<file path="src/rtl/mdio_pkg.sv">
package mdio_pkg;
  localparam int BUS_W       = 32;
  localparam int FRAME_BITS  = 64;
  localparam int IDX_W       = $clog2(FRAME_BITS);
  localparam int TA_FIRST    = 46;
  localparam int DATA_FIRST  = 48;

  localparam logic [1:0] REG_CFG  = 2'd0;
  localparam logic [1:0] REG_CTRL = 2'd1;
  localparam logic [1:0] REG_ADDR = 2'd2;
  localparam logic [1:0] REG_DATA = 2'd3;

  localparam int CFG_HOLD_LSB = 8;
  localparam int CFG_EXT_BIT  = 16;
  localparam int CFG_ERR_BIT  = 30;
  localparam int BUSY_BIT     = 31;
  localparam int CTRL_PA_LSB  = 8;
  localparam int CTRL_RD_BIT  = 15;

  typedef enum logic [1:0] {FR_ADDR = 2'd0, FR_WRITE = 2'd1, FR_READ = 2'd2} frame_kind_e;

  function automatic logic [FRAME_BITS-1:0] build_frame(
    input logic        ext,
    input frame_kind_e kind,
    input logic [4:0]  pa,
    input logic [4:0]  ra,
    input logic [15:0] payload
  );
    logic [1:0] st;
    logic [1:0] op;
    st = ext ? 2'b00 : 2'b01;
    case (kind)
      FR_ADDR:  op = 2'b00;
      FR_WRITE: op = 2'b01;
      default:  op = ext ? 2'b11 : 2'b10;
    endcase
    return {32'hFFFF_FFFF, st, op, pa, ra, 2'b10, payload};
  endfunction
endpackage

</file>
<file path="src/rtl/mdio_clkgen.sv">
module mdio_clkgen #(
  parameter int DIV_W  = 8,
  parameter int HOLD_W = 4
) (
  input  logic              clk,
  input  logic              rst,
  input  logic              run,
  input  logic [DIV_W-1:0]  div,
  input  logic [HOLD_W-1:0] hold,
  output logic              mdc,
  output logic              launch_stb,
  output logic              sample_stb,
  output logic              bit_end
);
  logic [DIV_W-1:0] cnt;
  logic [DIV_W-1:0] div_eff;
  logic [DIV_W-1:0] hold_eff;

  always_comb begin
    div_eff = (div == '0) ? DIV_W'(1) : div;
    if (DIV_W'(hold) >= div_eff) hold_eff = div_eff - DIV_W'(1);
    else                         hold_eff = DIV_W'(hold);
  end

  always_ff @(posedge clk) begin
    if (rst || !run) begin
      cnt <= '0;
      mdc <= 1'b0;
    end else if (cnt == div_eff) begin
      cnt <= '0;
      mdc <= !mdc;
    end else begin
      cnt <= cnt + DIV_W'(1);
    end
  end

  assign launch_stb = run && !mdc && (cnt == hold_eff);
  assign sample_stb = run &&  mdc && (cnt == '0);
  assign bit_end    = run &&  mdc && (cnt == div_eff);


  mdc_idle_low_chk: assert property (@(posedge clk) disable iff (rst)
    !run |=> !mdc);
endmodule

</file>
<file path="src/rtl/mdio_shifter.sv">
module mdio_shifter
  import mdio_pkg::*;
(
  input  logic                  clk,
  input  logic                  rst,
  input  logic                  start,
  input  logic [FRAME_BITS-1:0] frame,
  input  logic                  is_read,
  input  logic                  launch_stb,
  input  logic                  sample_stb,
  input  logic                  bit_end,
  input  logic                  mdc_i,
  input  logic                  mdio_i,
  output logic                  run,
  output logic                  mdio_o,
  output logic                  mdio_oe,
  output logic                  done,
  output logic [15:0]           rx_data,
  output logic                  rx_err
);
  localparam logic [IDX_W-1:0] LAST_IDX = IDX_W'(FRAME_BITS - 1);
  localparam logic [IDX_W-1:0] TA_IDX   = IDX_W'(TA_FIRST);
  localparam logic [IDX_W-1:0] TA2_IDX  = IDX_W'(TA_FIRST + 1);
  localparam logic [IDX_W-1:0] DAT_IDX  = IDX_W'(DATA_FIRST);

  logic [IDX_W-1:0]      bitidx;
  logic [FRAME_BITS-1:0] sreg;
  logic                  rd_q;
  logic                  released;

  assign released = rd_q && (bitidx >= TA_IDX);

  always_ff @(posedge clk) begin
    if (rst) begin
      run     <= 1'b0;
      bitidx  <= '0;
      sreg    <= '0;
      rd_q    <= 1'b0;
      mdio_o  <= 1'b1;
      mdio_oe <= 1'b0;
      done    <= 1'b0;
      rx_data <= '0;
      rx_err  <= 1'b0;
    end else begin
      done <= 1'b0;
      if (!run) begin
        if (start) begin
          run    <= 1'b1;
          bitidx <= '0;
          sreg   <= frame;
          rd_q   <= is_read;
          rx_err <= 1'b0;
        end
      end else begin
        if (launch_stb) begin
          mdio_o  <= released ? 1'b1 : sreg[FRAME_BITS-1];
          mdio_oe <= !released;
          sreg    <= {sreg[FRAME_BITS-2:0], 1'b0};
        end
        if (sample_stb && rd_q) begin
          if (bitidx == TA2_IDX && mdio_i) rx_err <= 1'b1;
          if (bitidx >= DAT_IDX) rx_data <= {rx_data[14:0], mdio_i};
        end
        if (bit_end) begin
          if (bitidx == LAST_IDX) begin
            run     <= 1'b0;
            done    <= 1'b1;
            mdio_oe <= 1'b0;
            mdio_o  <= 1'b1;
          end else begin
            bitidx <= bitidx + IDX_W'(1);
          end
        end
      end
    end
  end


  mdio_hold_high_chk: assert property (@(posedge clk) disable iff (rst)
    ($past(mdc_i) && mdio_oe) |-> $stable(mdio_o));

  release_at_end_chk: assert property (@(posedge clk) disable iff (rst)
    done |-> (!mdio_oe && !run));
endmodule

</file>
<file path="src/rtl/mdio_regs.sv">
module mdio_regs
  import mdio_pkg::*;
#(
  parameter int DIV_W  = 8,
  parameter int HOLD_W = 4
) (
  input  logic                  clk,
  input  logic                  rst,
  input  logic                  bus_wr,
  input  logic [1:0]            bus_addr,
  input  logic [BUS_W-1:0]      bus_wdata,
  output logic [BUS_W-1:0]      bus_rdata,
  output logic                  start,
  output logic [FRAME_BITS-1:0] frame,
  output logic                  is_read,
  input  logic                  done,
  input  logic [15:0]           rx_data,
  input  logic                  rx_err,
  output logic [DIV_W-1:0]      div,
  output logic [HOLD_W-1:0]     hold
);
  logic        ext_q;
  logic [4:0]  pa_q;
  logic [4:0]  ra_q;
  logic [15:0] addr_q;
  logic [15:0] data_q;
  logic        busy_cfg;
  logic        busy_data;
  logic        rd_err;
  frame_kind_e kind_q;
  logic        busy_any;
  logic        accept;
  logic [BUS_W-1:0] rd_mux;

  assign busy_any = busy_cfg || busy_data;
  assign accept   = bus_wr && !busy_any;
  assign is_read  = (kind_q == FR_READ);

  always_ff @(posedge clk) begin
    if (rst) begin
      div       <= '0;
      hold      <= '0;
      ext_q     <= 1'b0;
      pa_q      <= '0;
      ra_q      <= '0;
      addr_q    <= '0;
      data_q    <= '0;
      busy_cfg  <= 1'b0;
      busy_data <= 1'b0;
      rd_err    <= 1'b0;
      kind_q    <= FR_WRITE;
      start     <= 1'b0;
      frame     <= '0;
    end else begin
      start <= 1'b0;
      if (done) begin
        busy_cfg  <= 1'b0;
        busy_data <= 1'b0;
        if (kind_q == FR_READ) begin
          data_q <= rx_data;
          rd_err <= rx_err;
        end
      end
      if (accept) begin
        case (bus_addr)
          REG_CFG: begin
            div   <= bus_wdata[DIV_W-1:0];
            hold  <= bus_wdata[CFG_HOLD_LSB +: HOLD_W];
            ext_q <= bus_wdata[CFG_EXT_BIT];
          end
          REG_CTRL: begin
            pa_q <= bus_wdata[CTRL_PA_LSB +: 5];
            ra_q <= bus_wdata[4:0];
            if (bus_wdata[CTRL_RD_BIT]) begin
              start     <= 1'b1;
              kind_q    <= FR_READ;
              busy_data <= 1'b1;
              rd_err    <= 1'b0;
              frame     <= build_frame(ext_q, FR_READ, bus_wdata[CTRL_PA_LSB +: 5],
                                       bus_wdata[4:0], 16'hFFFF);
            end
          end
          REG_ADDR: begin
            addr_q <= bus_wdata[15:0];
            if (ext_q) begin
              start    <= 1'b1;
              kind_q   <= FR_ADDR;
              busy_cfg <= 1'b1;
              frame    <= build_frame(1'b1, FR_ADDR, pa_q, ra_q, bus_wdata[15:0]);
            end
          end
          default: begin
            data_q    <= bus_wdata[15:0];
            start     <= 1'b1;
            kind_q    <= FR_WRITE;
            busy_data <= 1'b1;
            frame     <= build_frame(ext_q, FR_WRITE, pa_q, ra_q, bus_wdata[15:0]);
          end
        endcase
      end
    end
  end

  always_comb begin
    rd_mux = '0;
    case (bus_addr)
      REG_CFG: begin
        rd_mux[DIV_W-1:0]              = div;
        rd_mux[CFG_HOLD_LSB +: HOLD_W] = hold;
        rd_mux[CFG_EXT_BIT]            = ext_q;
        rd_mux[CFG_ERR_BIT]            = rd_err;
        rd_mux[BUSY_BIT]               = busy_cfg;
      end
      REG_CTRL: begin
        rd_mux[CTRL_PA_LSB +: 5] = pa_q;
        rd_mux[4:0]              = ra_q;
      end
      REG_ADDR: rd_mux[15:0] = addr_q;
      default: begin
        rd_mux[15:0]     = data_q;
        rd_mux[BUSY_BIT] = busy_data;
      end
    endcase
  end

  always_ff @(posedge clk) begin
    if (rst) bus_rdata <= '0;
    else     bus_rdata <= rd_mux;
  end


  ignore_while_busy_chk: assert property (@(posedge clk) disable iff (rst)
    (busy_any && bus_wr) |=> ($stable(div) && $stable(hold) && $stable(ext_q)
                              && $stable(addr_q) && $stable(pa_q) && $stable(ra_q)));

  start_only_idle_chk: assert property (@(posedge clk) disable iff (rst)
    start |-> !$past(busy_any));

  busy_excl_chk: assert property (@(posedge clk) disable iff (rst)
    !(busy_cfg && busy_data));
endmodule

</file>
<file path="src/rtl/mdio_master.sv">
module mdio_master
  import mdio_pkg::*;
#(
  parameter int DIV_W  = 8,
  parameter int HOLD_W = 4
) (
  input  logic             clk,
  input  logic             rst,
  input  logic             bus_wr,
  input  logic [1:0]       bus_addr,
  input  logic [BUS_W-1:0] bus_wdata,
  output logic [BUS_W-1:0] bus_rdata,
  output logic             mdc,
  output logic             mdio_o,
  output logic             mdio_oe,
  input  logic             mdio_i
);
  logic                  start;
  logic [FRAME_BITS-1:0] frame;
  logic                  is_read;
  logic                  done;
  logic [15:0]           rx_data;
  logic                  rx_err;
  logic [DIV_W-1:0]      div;
  logic [HOLD_W-1:0]     hold;
  logic                  run;
  logic                  launch_stb;
  logic                  sample_stb;
  logic                  bit_end;

  mdio_regs #(.DIV_W(DIV_W), .HOLD_W(HOLD_W)) regs_i (
    .clk(clk), .rst(rst), .bus_wr(bus_wr), .bus_addr(bus_addr),
    .bus_wdata(bus_wdata), .bus_rdata(bus_rdata), .start(start),
    .frame(frame), .is_read(is_read), .done(done), .rx_data(rx_data),
    .rx_err(rx_err), .div(div), .hold(hold)
  );

  mdio_clkgen #(.DIV_W(DIV_W), .HOLD_W(HOLD_W)) clkgen_i (
    .clk(clk), .rst(rst), .run(run), .div(div), .hold(hold), .mdc(mdc),
    .launch_stb(launch_stb), .sample_stb(sample_stb), .bit_end(bit_end)
  );

  mdio_shifter shifter_i (
    .clk(clk), .rst(rst), .start(start), .frame(frame), .is_read(is_read),
    .launch_stb(launch_stb), .sample_stb(sample_stb), .bit_end(bit_end),
    .mdc_i(mdc), .mdio_i(mdio_i), .run(run), .mdio_o(mdio_o),
    .mdio_oe(mdio_oe), .done(done), .rx_data(rx_data), .rx_err(rx_err)
  );
endmodule

</file>
<file path="config.mk">
export PLATFORM = sky130hd
export DESIGN_NAME = mdio_master
export DESIGN_NICKNAME = d
export VERILOG_FILES = /design/src/rtl/mdio_pkg.sv /design/src/rtl/mdio_clkgen.sv /design/src/rtl/mdio_shifter.sv /design/src/rtl/mdio_regs.sv /design/src/rtl/mdio_master.sv
export SDC_FILE = /design/constraint.sdc
export NUM_CORES = 1
export LEC_CHECK = 0
export BUFFER_PORTS_ARGS = -buffer_cell sky130_fd_sc_hd__buf_2
export CORE_UTILIZATION = 35
export DETAILED_ROUTE_END_ITERATION = 12
export PLACE_DENSITY = 0.56
export SLEW_MARGIN = 10
export SYNTH_ARGS = -nofsm -noshare
export SYNTH_HDL_FRONTEND = slang
export SYNTH_SLANG_ARGS = --single-unit
</file>
<file path="constraint.sdc">
create_clock -name clk -period 7.3 [get_ports clk]
set_input_delay 0.73 -clock clk [delete_from_list [all_inputs] [get_ports clk]]
set_output_delay 0.73 -clock clk [all_outputs]
set_load 0.005 [all_outputs]
</file>
==> results of run 1 <==
-- layer usage --
metal / up-vias / GRT usage, %
met5: - / 0
met2: 147 / 27.7
met3: 44 / 2.17
met1: 3690 / 22.7
li1: 3753 / -
met4: 0 / 6.86
-- cell families (layout without fill, tap and decap cells) --
logic type	count (synthesis)	after routing	synth area share, %
adders and majority gates	13	13	1.70
DFF	210	210	43.9
muxes	50	50	5.23
xor gates and xnor gates	22	22	2.01
other	1	13	0.0392
buffers and inverters	130	113	7.15
and+or+nand+nor	398	398	18.9
AOI/OAI and AO/OA	261	261	21.0
-- power groups by stage --
stage          Combinational (mW)  Clock [mW]  Sequential (mW)
2_1_floorplan               0.283           0             1.26
3_3_place_gp                0.327           0             1.27
3_5_place_dp                0.332           0             1.27
4_1_cts                     0.334        1.23             1.25
5_1_grt                     0.369        1.27             1.26
6_report                    0.332        1.20             1.25
-- synthesized netlist by cell type, types with 11 or more instances --
| master | count | area (µm²) |
|---|---|---|
| nor3_1 | 97 | 485 |
| a21oi_1 | 116 | 581 |
| inv_1 | 17 | 63.8 |
| nand2b_1 | 11 | 68.8 |
| dfxtp_1 | 210 | 4200 |
| ha_1 | 13 | 163 |
| clkbuf_1 | 69 | 259 |
| nand2_1 | 139 | 522 |
| mux2i_1 | 50 | 500 |
| buf_2 | 19 | 95.1 |
| buf_4 | 14 | 105 |
| xor2_1 | 16 | 140 |
| nor2_1 | 102 | 383 |
| a211oi_2 | 59 | 738 |
| a211oi_1 | 37 | 278 |
-- state kept, by name, indices dropped and copies added, names as in the netlist, 4 cells and up --
name,flops
shifter_i.bitidx,6
regs_i.hold,4
shifter_i.rx_data,16
regs_i.bus_rdata,19
shifter_i.sreg,64
regs_i.addr_q,16
regs_i.pa_q,5
regs_i.data_q,16
regs_i.ra_q,5
regs_i.div,8
clkgen_i.cnt,8
regs_i.frame,30
-- critical path: stages (launching register included) --
cell	delay, ns
dfxtp_1	0.37
nor4_4	0.42
a21o_1	0.20
ha_1	0.23
nand2b_1	0.14
a2111oi_0	0.58
o211a_1	0.28
or2_2	0.11
buf_4	0.56
or2_4	0.99
a211oi_2	0.16
-- cell type report --
| cell class | count | share of cell area [%] |
|---|---|---|
| repair buffers | 52 | 2.73 |
| well taps | 341 | 4.06 |
| inverters | 17 | 0.607 |
| flip-flops and latches | 210 | 40.0 |
| clock inverters | 5 | 0.357 |
| clock buffers | 39 | 7.22 |
| multi-input cells | 757 | 45.0 |
-- through the flow --
| stage | power [mW] | hold slack, ns | util [%] | std cells |
|---|---|---|---|---|
| after floorplan | 1.55 | 0.431 | - | 1097 |
| after global placement | 1.60 | 0.441 | 36.1 | 1377 |
| after detailed placement | 1.61 | 0.446 | 36.1 | 1377 |
| after CTS | 2.81 | 0.454 | 39.1 | 1421 |
| after global routing | 2.89 | 0.472 | 39.1 | 1421 |
| final | 2.78 | 0.454 | 39.1 | 1421 |
-- worst min-delay path by stage --
stage	slack, ns	cells past startpoint	endpoint	start
2_1_floorplan	0.43	2	shifter_i.rx_err$_SDFFE_PP0P_	shifter_i.rx_err$_SDFFE_PP0P_
3_3_place_gp	0.44	2	regs_i.addr_q[12]$_SDFFE_PP0P_	regs_i.addr_q[12]$_SDFFE_PP0P_
3_5_place_dp	0.45	2	regs_i.addr_q[12]$_SDFFE_PP0P_	regs_i.addr_q[12]$_SDFFE_PP0P_
4_1_cts	0.45	2	regs_i.addr_q[4]$_SDFFE_PP0P_	regs_i.addr_q[4]$_SDFFE_PP0P_
5_1_grt	0.47	2	regs_i.addr_q[2]$_SDFFE_PP0P_	regs_i.addr_q[2]$_SDFFE_PP0P_
6_report	0.45	2	regs_i.addr_q[12]$_SDFFE_PP0P_	regs_i.addr_q[12]$_SDFFE_PP0P_
==> flow_summary_export.csv, run 1 <==
group,metric,value,unit
status,status,"completed",
logic_synthesis,yosys_warnings,0,
power,ir_drop,173,µV
sta,slew_viol_final,0,
power,combPwrFrac,11.9,%
final_layout,nets,1114,
final_layout,final_cell_mix,"dfxtp_1 (209), nand2_1 (139), a21oi_1 (116)",
power,p_seq_share,44.9,%
grt,gr-total-overflow,0,
final_layout,drive_gt1_share,14.9,%
sta,post-route-period-util,58.7,%
worst_setup_path,end_kind,"flop",
clock_tree,cts_max_level,1,
worst_setup_path,cp_max_fo,63,
floorplanning,rows,60,
logic_synthesis,synth_cell_types,56,
floorplanning,core,26900,µm²
logic_synthesis,synth_seq_cells,210,
clock_tree,cts_tree,"done",
floorplanning,die_w,167,µm
final_layout,antenna_cells,0,
logic_synthesis,seq_area_frac_synth,43.9,%
grt,grt_use_total,17.0,%
worst_setup_path,critical_path_arrival,4.63,ns
route,wl_met3,815,µm
grt,grt_pass1_vias,7165,
placed_design,placed_cell_area,9710,µm²
worst_setup_path,crit_required,7.65,ns
power,pwr-share-clk,43.1,%
clock_tree,insertion_delay,0.52,ns
route,met2WireLength,11200,µm
placed_design,io_buffers,44,
floorplanning,die_area,28000,µm²
final_layout,area_growth,9.82,%
power,p_leak,3.80,nW
grt,grt_first_pass_wirelength,39100,µm
worst_setup_path,r2r_slack,3.02,ns
clock_tree,clock-sinks,210,
worst_hold_path,hold_class,"flop to flop",
logic_synthesis,synth_area,9570,µm²
route,drt-total-wl,24100,µm
route,m1WireLength,11200,µm
grt,antenna_found_initial,0,
sta,maxClockFrequency,234,MHz
final_layout,seq_area,4210,µm²
route,routedWlPerCell,16.9,µm
power,swShare,26.4,%
power,p_int,2.05,mW
route,drt_first_pass_iters,5,
worst_setup_path,reg2reg_depth,10,
power,power_density,265,nW/µm²
logic_synthesis,synth_flop_cell,"dfxtp_1",
logic_synthesis,syn_inst,1085,
clock_tree,cts_setup_buffers,0,
sta,skew,0.0115,ns
sta,final.setup.worst_slack,3.02,ns
sta,hold_violations,0,
sta,fin_crit,4.28,ns
flow_run,max_cap_viol_count,0,
final_layout,final_area,10500,µm²
logic_synthesis,syn_area_per_cell,8.82,µm²
route,vias,7634,
sta,slew_headroom,22.3,%
placed_design,hpwl,14800,µm
clock_tree,numCtsBuffers,25,
clock_tree,ctsHoldBuffers,0,
sta,setup_tns,0,ns
final_layout,layout_commonest_cell,"dfxtp_1",
clock_tree,root_buffer,"clkbuf_16",
route,routed.top_layer,"met4",
worst_setup_path,crit_type,"flop to flop",
sta,tightest_slew,1.16,ns
route,drc_errors,0,
logic_synthesis,synth-edff-count,0,
route,ant_nets,0,
floorplanning,die_h,167,µm
clock_tree,cts.path.max_buffers,3,
worst_setup_path,worstReg2RegStart,"regs_i.div[4]$_SDFFE_PP0P_",
logic_synthesis,synthArstFlopShare,0,%
floorplanning,num_io_pins,73,
final_layout,multi_input_area,4730,µm²
clock_tree,cts_resized,0,
placed_design,gp_congestion,0.835,
route,drt-vias-per-instance,5.37,
worst_setup_path,worstSetupStartpointType,"flop",
final_layout,fillers,2747,
floorplanning,start_util,35.6,%
placed_design,post-place-ws,3.11,ns
sta,rsz0062_at_grt,"no",
worst_setup_path,r2r_end,"shifter_i.sreg[36]$_SDFFE_PP0P_",
power,p_sw,0.735,mW
worst_setup_path,setup.worst_path.start,"regs_i.div[4]$_SDFFE_PP0P_",
route,drtIter0Drc,608,
grt,grt_max_degree,81,
worst_setup_path,timing.critical_path.to,"shifter_i.sreg[36]$_SDFFE_PP0P_",
sta,finalSetupViolCount,0,
clock_tree,clkTransAtPathRegs,0.06,ns
No activity file was read; power rests on OpenSTA's default activity.
==> run 2: changes to the inputs <==
--- a/config.mk
+++ b/config.mk
@@ -8,7 +8,7 @@
 export BUFFER_PORTS_ARGS = -buffer_cell sky130_fd_sc_hd__buf_2
 export CORE_UTILIZATION = 35
 export DETAILED_ROUTE_END_ITERATION = 12
-export PLACE_DENSITY = 0.56
+export PLACE_DENSITY = 0.58
 export SLEW_MARGIN = 10
 export SYNTH_ARGS = -nofsm -noshare
 export SYNTH_HDL_FRONTEND = slang
==> constraint.sdc (replaced) <==
create_clock -name clk -period 3.9 [get_ports clk]
set_input_delay 0.39 -clock clk [delete_from_list [all_inputs] [get_ports clk]]
set_output_delay 0.39 -clock clk [all_outputs]
set_load 0.005 [all_outputs]
==> run 2 against run 1 <==
Net effect: setup slack worse by 2.5 ns; sequential cell count unchanged; critical path depth unchanged; via count up 1.2%; largest power group unchanged; critical path type unchanged.
==> flow_summary_export.csv, run 2 (synthesis results as in run 1) <==
group,metric,value,unit
grt,grt_max_degree,77,
floorplanning,num_io_pins,73,
final_layout,multi_input_area,4730,µm²
final_layout,drive_gt1_share,15.6,%
route,routedWlPerCell,17.1,µm
clock_tree,ctsHoldBuffers,0,
clock_tree,cts_max_level,1,
clock_tree,numCtsBuffers,24,
final_layout,nets,1124,
route,routed.top_layer,"met4",
grt,antenna_found_initial,1,
floorplanning,core,26900,µm²
final_layout,layout_commonest_cell,"dfxtp_1",
route,drt_first_pass_iters,7,
placed_design,io_buffers,44,
final_layout,final_cell_mix,"dfxtp_1 (209), nand2_1 (138), a21oi_1 (116)",
floorplanning,start_util,35.6,%
final_layout,fillers,2742,
route,drtIter0Drc,633,
sta,rsz0062_at_grt,"no",
worst_setup_path,crit_type,"flop to flop",
route,ant_nets,0,
route,m1WireLength,11500,µm
sta,slew_headroom,17.9,%
sta,finalSetupViolCount,0,
clock_tree,cts.path.max_buffers,3,
worst_setup_path,crit_path_cell_trace,"nor3_1 > a21o_1 > ha_1 > nand2b_1 > a2111oi_0 > o211a_1 > or2_2 > buf_4 > nor3_1 > a211oi_2",
sta,maxClockFrequency,297,MHz
sta,final.setup.worst_slack,0.535,ns
worst_setup_path,crit_required,4.32,ns
worst_setup_path,worstSetupStartpointType,"flop",
route,vias,7729,
grt,grt_use_total,17.4,%
floorplanning,die_h,167,µm
route,drt-total-wl,24400,µm
sta,skew,0.0162,ns
grt,gr-total-overflow,0,
grt,grt_first_pass_wirelength,39600,µm
sta,slew_viol_final,0,
worst_setup_path,reg2reg_depth,10,
worst_setup_path,critPathMaxStageDelay,0.60,ns
route,met2WireLength,10900,µm
placed_design,placed_cell_area,9810,µm²
power,power_density,493,nW/µm²
worst_setup_path,cp_common_cell,"nor3_1",
placed_design,post-place-ws,0.518,ns
placed_design,gp_congestion,0.819,
route,drc_errors,0,
route,wl_met3,939,µm
clock_tree,insertion_delay,0.52,ns
worst_setup_path,crit_slowest_cell,"a2111oi_0",
floorplanning,die_w,167,µm
status,status,"completed",
final_layout,seq_area,4210,µm²
sta,post-route-period-util,86.3,%
sta,tightest_slew,1.23,ns
clock_tree,cts_resized,0,
final_layout,regMostFlops,"shifter_i.sreg",
clock_tree,cts_setup_buffers,0,
final_layout,antenna_cells,0,
grt,grt_pass1_vias,7223,
final_layout,final_area,10600,µm²
sta,setup_tns,0,ns
sta,hold_violations,0,
clock_tree,clkTransAtPathRegs,0.06,ns
clock_tree,cts_tree,"done",
clock_tree,root_buffer,"clkbuf_16",
sta,fin_crit,3.37,ns
placed_design,hpwl,15700,µm
power,p_leak,3.85,nW
route,drt-vias-per-instance,5.41,
worst_hold_path,hold_depth,3,
worst_setup_path,critical_path_arrival,3.79,ns
worst_setup_path,r2r_slack,0.53,ns
final_layout,top_regs,"shifter_i.sreg x64, regs_i.frame x30, regs_i.bus_rdata x19",
worst_setup_path,cp_max_fo,62,
clock_tree,clock-sinks,210,
worst_setup_path,end_kind,"flop",
power,ir_drop,286,µV
flow_run,max_cap_viol_count,0,
floorplanning,rows,60,
worst_hold_path,hold_class,"input port to flop",
floorplanning,die_area,28000,µm²
final_layout,largest_reg_flops,64,
final_layout,area_growth,10.8,%
-- run 2: final timing paths --
kind | startpoint | to
setup / recovery | regs_i.div[2]$_SDFFE_PP0P_ | shifter_i.sreg[25]$_SDFFE_PP0P_
hold / removal | bus_wdata[16] | regs_i.ext_q$_SDFFE_PP0P_
setup reg to reg | regs_i.div[2]$_SDFFE_PP0P_ | shifter_i.sreg[25]$_SDFFE_PP0P_
hold reg to reg | regs_i.addr_q[13]$_SDFFE_PP0P_ | regs_i.addr_q[13]$_SDFFE_PP0P_
-- run 2: cell type report --
cell class,count,share of cell area (%)
Multi-Input combinational cell,757,44.7
Clock buffer,35,6.73
Tap cell,341,4.03
Sequential cell,210,39.7
Clock inverter,5,0.708
Timing Repair Buffer,63,3.60
Inverter,17,0.602
-- run 2: where the power goes --
part           switching, mW  internal, mW
Sequential            0.0720          2.27
Combinational          0.395         0.237
Clock                  0.863          1.39
-- run 2: critical path, delay by kind of cell (launching register included) --
kind / cells / cell delay, ns
AO/OA/AOI/OAI: 4 / 1.28
AND/OR/NAND/NOR: 4 / 0.75
buffers and inverters: 1 / 0.55
flip-flops: 1 / 0.43
adder cells (fa/ha/maj): 1 / 0.23
-- run 2: metal layers --
layer | global-route usage, % | vias to the layer above
met1 | 24.3 | 3732
met4 | 7.82 | 0
li1 | - | 3790
met2 | 26.8 | 148
met5 | 0 | -
met3 | 2.29 | 59
-- run 2: metrics by stage --
stage          util [%]  instances  hold WS, ns  power [mW]
6_report           39.4       1428        0.161        5.22
3_5_place_dp       36.5       1388        0.447        3.02
2_1_floorplan         -       1097        0.431        2.89
3_3_place_gp       36.5       1388        0.442        3.01
5_1_grt            39.4       1428        0.152        5.45
4_1_cts            39.4       1428        0.148        5.28
